**config.mk**
```make
export PLATFORM = sky130hd
export DESIGN_NAME = lin_dma_seq
export DESIGN_NICKNAME = d
export VERILOG_FILES = /design/src/rtl/lin_dma_pkg.sv /design/src/rtl/lin_dma_pid.sv /design/src/rtl/lin_dma_len.sv /design/src/rtl/lin_dma_txbuf.sv /design/src/rtl/lin_dma_seq.sv
export SDC_FILE = /design/constraint.sdc
export NUM_CORES = 1
export LEC_CHECK = 0
export BUFFER_PORTS_ARGS = -buffer_cell sky130_fd_sc_hd__buf_4
export CAP_MARGIN = 0
export CORE_MARGIN = 2
export CORE_UTILIZATION = 40
export DETAILED_ROUTE_END_ITERATION = 6
export GPL_TIMING_DRIVEN = 0
export RECOVER_POWER = 100
export SETUP_SLACK_MARGIN = 0.2
export SLEW_MARGIN = 20
export SYNTH_ARGS = -nofsm -noshare
export SYNTH_HDL_FRONTEND = slang
export SYNTH_SLANG_ARGS = --single-unit
```
**constraint.sdc**
```tcl
create_clock -name clk -period 3.96 [get_ports clk]
set_input_delay 0.198 -clock clk [delete_from_list [all_inputs] [get_ports clk]]
set_output_delay 0.198 -clock clk [all_outputs]
set_load 0.02 [all_outputs]
```
**src/rtl/lin_dma_pkg.sv**
```systemverilog
package lin_dma_pkg;
   typedef enum logic [1:0] {
      NACT_PUB = 2'b00,
      NACT_SUB = 2'b01,
      NACT_IGN = 2'b10
   } nact_e;

   typedef enum logic [2:0] {
      ST_HEAD,
      ST_DLC,
      ST_ID,
      ST_TXD,
      ST_RXD,
      ST_WAIT
   } seq_st_e;

   localparam int CTRL_PARDIS_BIT = 2;
   localparam int CTRL_LENMODE_BIT = 5;
   localparam int ID_BITS = 6;
endpackage

```
**src/rtl/lin_dma_pid.sv**
```systemverilog
module lin_dma_pid #(
   parameter int DATA_W = 8
) (
   input  logic [DATA_W-1:0] id_in,
   input  logic              par_dis,
   output logic [DATA_W-1:0] pid_out
);
   import lin_dma_pkg::*;
   localparam int NPAR = DATA_W - ID_BITS;
   // per parity bit: 6-bit tap mask and inversion flag
   localparam logic [2*ID_BITS-1:0] TAPS = {6'b111010, 6'b010111};
   localparam logic [1:0] INVERT = 2'b10;

   initial begin
      assert (NPAR == 2) else $error("lin_dma_pid: DATA_W must leave two parity bits");
   end

   logic [1:0] par;
   for (genvar g = 0; g < 2; g++) begin : g_par
      assign par[g] = (^(id_in[ID_BITS-1:0] & TAPS[g*ID_BITS +: ID_BITS])) ^ INVERT[g];
   end

   assign pid_out = par_dis ? id_in : {par, id_in[ID_BITS-1:0]};
endmodule

```
**src/rtl/lin_dma_len.sv**
```systemverilog
module lin_dma_len #(
   parameter int DATA_W = 8,
   parameter int MAX_LEN = 8,
   localparam int LEN_W = $clog2(MAX_LEN + 1)
) (
   input  logic              len_mode,
   input  logic [DATA_W-1:0] dlc,
   input  logic [DATA_W-1:0] id_in,
   output logic [LEN_W-1:0]  len
);
   initial begin
      assert (MAX_LEN >= 8 && MAX_LEN < (1 << DATA_W))
         else $error("lin_dma_len: MAX_LEN out of range");
   end

   always_comb begin
      if (len_mode) begin
         if (dlc >= DATA_W'(MAX_LEN - 1)) len = LEN_W'(MAX_LEN);
         else                             len = LEN_W'(dlc) + LEN_W'(1);
      end else begin
         case (id_in[5:4])
            2'b10:   len = LEN_W'(4);
            2'b11:   len = LEN_W'(8);
            default: len = LEN_W'(2);
         endcase
      end
   end
endmodule

```
**src/rtl/lin_dma_txbuf.sv**
```systemverilog
module lin_dma_txbuf #(
   parameter int DATA_W = 8
) (
   input  logic              clk,
   input  logic              rst_n,
   input  logic              load,
   input  logic [DATA_W-1:0] load_data,
   input  logic              load_id,
   input  logic              ack,
   output logic              valid,
   output logic [DATA_W-1:0] data,
   output logic              is_id
);
   always_ff @(posedge clk or negedge rst_n) begin
      if (!rst_n) begin
         valid <= 1'b0;
         data  <= '0;
         is_id <= 1'b0;
      end else if (load) begin
         valid <= 1'b1;
         data  <= load_data;
         is_id <= load_id;
      end else if (ack) begin
         valid <= 1'b0;
      end
   end

   assert_hold_pending_R9: assert property (@(posedge clk) disable iff (!rst_n)
      valid && !ack |=> valid && $stable(data) && $stable(is_id));
   assert_no_overwrite_R9: assert property (@(posedge clk) disable iff (!rst_n)
      load |-> !valid);
endmodule

```
**src/rtl/lin_dma_seq.sv**
```systemverilog
module lin_dma_seq #(
   parameter int DATA_W = 8,
   parameter int MAX_LEN = 8,
   localparam int LEN_W = $clog2(MAX_LEN + 1)
) (
   input  logic              clk,
   input  logic              rst_n,
   input  logic              cfg_inband,
   input  logic [DATA_W-1:0] reg_ctrl,
   input  logic [DATA_W-1:0] reg_dlc,
   input  logic              dma_wr_valid,
   input  logic [DATA_W-1:0] dma_wr_data,
   output logic              tx_ready,
   output logic              rx_ready,
   output logic [DATA_W-1:0] rx_data,
   output logic [DATA_W-1:0] eng_ctrl,
   output logic [LEN_W-1:0]  eng_len,
   output logic              eng_tx_valid,
   output logic [DATA_W-1:0] eng_tx_data,
   output logic              eng_tx_id,
   input  logic              eng_tx_ack,
   input  logic              eng_rx_valid,
   input  logic [DATA_W-1:0] eng_rx_data,
   input  logic              eng_frame_done
);
   import lin_dma_pkg::*;

   initial begin
      assert (DATA_W == 8) else $error("lin_dma_seq: byte-wide transfers only");
   end

   seq_st_e           state;
   logic [LEN_W-1:0]  cnt;
   logic [DATA_W-1:0] hdr_ctrl_q, hdr_dlc_q, act_ctrl_q;
   logic [LEN_W-1:0]  act_len_q;
   logic              rx_ready_q;
   logic [DATA_W-1:0] rx_data_q;

   logic [DATA_W-1:0] eff_ctrl, eff_dlc, pid;
   logic [LEN_W-1:0]  len_now, cnt_inc;
   logic              id_slot, want_wr, wr_fire, rx_fire, buf_load;
   nact_e             nact_now;

   assign eff_ctrl = cfg_inband ? hdr_ctrl_q : reg_ctrl;
   assign eff_dlc  = cfg_inband ? hdr_dlc_q  : reg_dlc;
   assign nact_now = nact_e'(eff_ctrl[1:0]);
   assign id_slot  = (state == ST_ID) || (state == ST_HEAD && !cfg_inband);
   assign want_wr  = (state == ST_HEAD) || (state == ST_DLC) || (state == ST_ID) ||
                     (state == ST_TXD);
   assign tx_ready = want_wr && !eng_tx_valid;
   assign wr_fire  = tx_ready && dma_wr_valid;
   assign rx_fire  = (state == ST_RXD) && eng_rx_valid;
   assign buf_load = wr_fire && (id_slot || state == ST_TXD);
   assign cnt_inc  = cnt + LEN_W'(1);

   lin_dma_pid #(.DATA_W(DATA_W)) u_pid (
      .id_in   (dma_wr_data),
      .par_dis (eff_ctrl[CTRL_PARDIS_BIT]),
      .pid_out (pid)
   );

   lin_dma_len #(.DATA_W(DATA_W), .MAX_LEN(MAX_LEN)) u_len (
      .len_mode (eff_ctrl[CTRL_LENMODE_BIT]),
      .dlc      (eff_dlc),
      .id_in    (dma_wr_data),
      .len      (len_now)
   );

   lin_dma_txbuf #(.DATA_W(DATA_W)) u_txbuf (
      .clk       (clk),
      .rst_n     (rst_n),
      .load      (buf_load),
      .load_data (id_slot ? pid : dma_wr_data),
      .load_id   (id_slot),
      .ack       (eng_tx_ack),
      .valid     (eng_tx_valid),
      .data      (eng_tx_data),
      .is_id     (eng_tx_id)
   );

   always_ff @(posedge clk or negedge rst_n) begin
      if (!rst_n) begin
         state      <= ST_HEAD;
         cnt        <= '0;
         hdr_ctrl_q <= '0;
         hdr_dlc_q  <= '0;
         act_ctrl_q <= '0;
         act_len_q  <= LEN_W'(1);
      end else begin
         case (state)
            ST_HEAD, ST_ID: begin
               if (wr_fire && !id_slot) begin
                  hdr_ctrl_q <= dma_wr_data;
                  state      <= ST_DLC;
               end else if (wr_fire) begin
                  act_ctrl_q <= eff_ctrl;
                  act_len_q  <= len_now;
                  cnt        <= '0;
                  case (nact_now)
                     NACT_PUB: state <= ST_TXD;
                     NACT_SUB: state <= ST_RXD;
                     default:  state <= ST_WAIT;
                  endcase
               end
            end
            ST_DLC: begin
               if (wr_fire) begin
                  hdr_dlc_q <= dma_wr_data;
                  state     <= ST_ID;
               end
            end
            ST_TXD: begin
               if (wr_fire) begin
                  cnt <= cnt_inc;
                  if (cnt_inc == act_len_q) state <= ST_WAIT;
               end
            end
            ST_RXD: begin
               if (rx_fire) begin
                  cnt <= cnt_inc;
                  if (cnt_inc == act_len_q) state <= ST_WAIT;
               end
            end
            ST_WAIT: begin
               if (eng_frame_done) state <= ST_HEAD;
            end
            default: state <= ST_HEAD;
         endcase
      end
   end

   always_ff @(posedge clk or negedge rst_n) begin
      if (!rst_n) begin
         rx_ready_q <= 1'b0;
         rx_data_q  <= '0;
      end else begin
         rx_ready_q <= rx_fire;
         if (rx_fire) rx_data_q <= eng_rx_data;
      end
   end

   assign rx_ready = rx_ready_q;
   assign rx_data  = rx_data_q;
   assign eng_ctrl = act_ctrl_q;
   assign eng_len  = act_len_q;

   assert_rx_follows_engine_R7: assert property (@(posedge clk) disable iff (!rst_n)
      rx_ready |-> $past(eng_rx_valid));
   assert_rx_only_subscribe_R8: assert property (@(posedge clk) disable iff (!rst_n)
      rx_ready |-> act_ctrl_q[1:0] == NACT_SUB);
   assert_count_bound_R6: assert property (@(posedge clk) disable iff (!rst_n)
      (state == ST_TXD || state == ST_RXD) |-> cnt < act_len_q);
   assert_len_range_R5: assert property (@(posedge clk) disable iff (!rst_n)
      act_len_q >= LEN_W'(1) && act_len_q <= LEN_W'(MAX_LEN));
   assert_wait_exit_R10: assert property (@(posedge clk) disable iff (!rst_n)
      state == ST_WAIT && !eng_frame_done |=> state == ST_WAIT);
endmodule

```
==> qor.csv <==
metric,value,unit
status,"finished, final reports clean",
synthesis.nets,273,
hold_violations,0,
route.detailed.drc,0,
drtAntennaViolNets,0,
gr-total-overflow,0,
cts_hold_buffers,1,
hold_start,eng_tx_ack,
synth_seq_cells,54,
synth_cell_types,44,
setup-violations-final,0,
port_buffers,70,
synth.top_cells.by_area,"dfrtp_1 (51%), mux2_2 (13%), nand2_1 (4.3%)",
num_rows,29,
reg2reg_slack,1610,ps
fin_skew,4.77,ps
ir_drop,0.352,mV
cts_root_buf,clkbuf_8,
async_flop_share,100,%
yosys.area.top_type,dfrtp_1,
antenna_found_initial,0,
r2r-end,u_txbuf.data[5]$_DFFE_PN0P_,
synth_edf_count,0,
routed_wl,5.90,mm
synth_xor_area_share,4.02,%
synth_flop_cell,dfrtp_1,
drv_cap,0,
synth_warnings,0,
yosys.area_share.simple,11.3,%
die_height,84.8,um
regToRegStartpoint,state[0]$_DFFE_PN0P_,
area_growth,22.5,%
fin_crit_sh,59.3,%
grt_pass1_vias,1961,
clk_path_buf_depth,2,
path_clk_slew,100,ps
routedWlPerCell,15.3,um
n_antenna_cell,0,
fin_crit,2350,ps
synth_top_area_share,50.8,%
cts_buffers,5,
syn-instance-count,229,
postSynthAreaPerCell,11.4,um2
slew-limit-headroom,37.6,%
nets,351,
drive_above_1_share,27.9,%
setup-tns-final,0,ps
holdPathStages,2,
grt_start_max_net_pins,55,
worstPathRequired,4160,ps
synth_top_family_by_area,multiplexers,
yosysMostFrequentCell,dfrtp_1,
rr_worst_depth,5,
cp.arrival,2540,ps
vias_per_cell,5.09,
power.density,694,nW/um2
ys_top_cells_by_count,"dfrtp_1 (53), mux2_2 (31), nand2_1 (30), o21ai_0 (20)",
report.final.slew_viol_count,0,
ctsResizeCount,0,
cts_sinks,54,
synth_compound_area_share,11.4,%
grt_usage,16.9,%
clk_latency,300,ps
rsz0062_at_grt,no,
min-delay-path-class,input pin to flop,
synthMuxAreaShare,16.4,%
max_freq,0.426,GHz
path_class,flop to flop,
worst_setup_path_start_kind,flop,
post_cts_buffers,0,
tritoncts,yes,
cp-end-kind,flop,
synthAdderAreaFrac,2.39,%
start_util,41.1,%
dieArea,7190,um2
hold_end,u_txbuf.valid$_DFFE_PN0P_,
place_congestion,0.748,
die_w,84.8,um
syn_area,2610,um2
ios,71,
core,6350,um2
ys_seq_area_share,51.8,%
grt_first_pass_wirelength,9.72,mm
first_iter_violations,79,
tightest_slew,926,ps
crit_fanout,10,
dp_hpwl,4.48,mm
via_count,1961,
drtPass1Iterations,4,
p_leak,0.00149,uW
fin_util,50.4,%
cts_max_level,2,
[worst max-delay path, stage by stage, from the launching register on]
cell	delay (ps)
dfrtp_1	330
clkbuf_1	280
nor2_1	80
o21ai_0	730
clkbuf_1	430
mux2_2	380
[worst max path at each step]
stage               slack [ps]                     endpoint  cells after the start                startpoint
floorplan                 2150       eng_len[1]$_DFFE_PN0P_                      7                cfg_inband
global placement          1790       eng_len[1]$_DFFE_PN0P_                      8                cfg_inband
detailed placement        1790       eng_len[1]$_DFFE_PN0P_                      8                cfg_inband
CTS                       1970       eng_len[1]$_DFFE_PN0P_                      6  hdr_dlc_q[0]$_DFFE_PN0P_
global route              1500       eng_len[1]$_DFFE_PN0P_                      6  hdr_dlc_q[0]$_DFFE_PN0P_
finish                    1610  u_txbuf.data[5]$_DFFE_PN0P_                      5      state[0]$_DFFE_PN0P_
[per-stage QoR]
stage | total power (uW) | std cells | setup slack [ps] | hold slack [ps] | instance area (um2)
2_1_floorplan | 1640 | 229 | 2150 | -97.6 | 2610
3_5_place_dp | 2050 | 376 | 1790 | 294 | 3230
5_1_grt | 2380 | 385 | 1500 | 81.8 | 3200
3_3_place_gp | 2030 | 376 | 1790 | 292 | 3230
6_report | 2220 | 385 | 1610 | 69.3 | 3200
4_1_cts | 2370 | 385 | 1970 | 63.7 | 3330
[flip-flops by register name (all words and copies together), names as in the netlist]
name,cells
rx_ready,1
cnt,4
rx_data,8
eng_ctrl,8
hdr_dlc_q,8
u_txbuf.valid,1
u_txbuf.is_id,1
u_txbuf.data,8
eng_len,4
hdr_ctrl_q,8
state,3
[placed cells by master, fill, tap and decap left out, types with 2 or more instances in the layout]
cell	n
nand2_1	31
nor3_1	4
inv_1	6
mux2_2	30
nor2b_1	4
and3_1	3
o21ai_0	23
dfrtp_1	53
a21boi_0	2
clkbuf_1	37
buf_4	42
xnor2_1	9
ha_1	5
nand3_1	2
clkbuf_8	5
a21oi_1	3
xor2_1	3
mux2i_1	8
o31ai_1	2
o22ai_1	2
nor2_1	9
[power by group]
| part | leakage, uW | switching (uW) | internal, uW | total (uW) |
|---|---|---|---|---|
| registers | 0.000674 | 146 | 791 | 937 |
| clock network | 0.0000418 | 187 | 128 | 315 |
| logic | 0.000772 | 563 | 405 | 968 |
| total | 0.00149 | 896 | 1320 | 2220 |
[cell type report]
type	count	area [um2]
Timing Repair Buffer	71	423
Fill cell	613	3150
Inverter	6	22.5
Multi-Input combinational cell	160	1170
Buffer	9	42.5
Clock inverter	2	16.3
Sequential cell	54	1350
Tap cell	77	96.3
Clock buffer	6	72.6
[metal layers]
layer,vias up,track usage [%],wire length (um)
li1,957,-,-
met1,963,23.5,2830
met2,37,27.8,2810
met3,4,3.21,220
met4,0,3.46,33
met5,-,0,0
[kinds of logic (layout without fill, tap and decap cells)]
group / after synthesis / in the layout
and+or+nand+nor: 60 / 60
DFF: 54 / 54
muxes: 39 / 39
AOI/OAI and AO/OA: 44 / 44
buffers and inverters: 15 / 94
adders and majority gates: 5 / 5
xor gates and xnor gates: 12 / 12
Note: power is estimated with default switching activity, not from simulation.
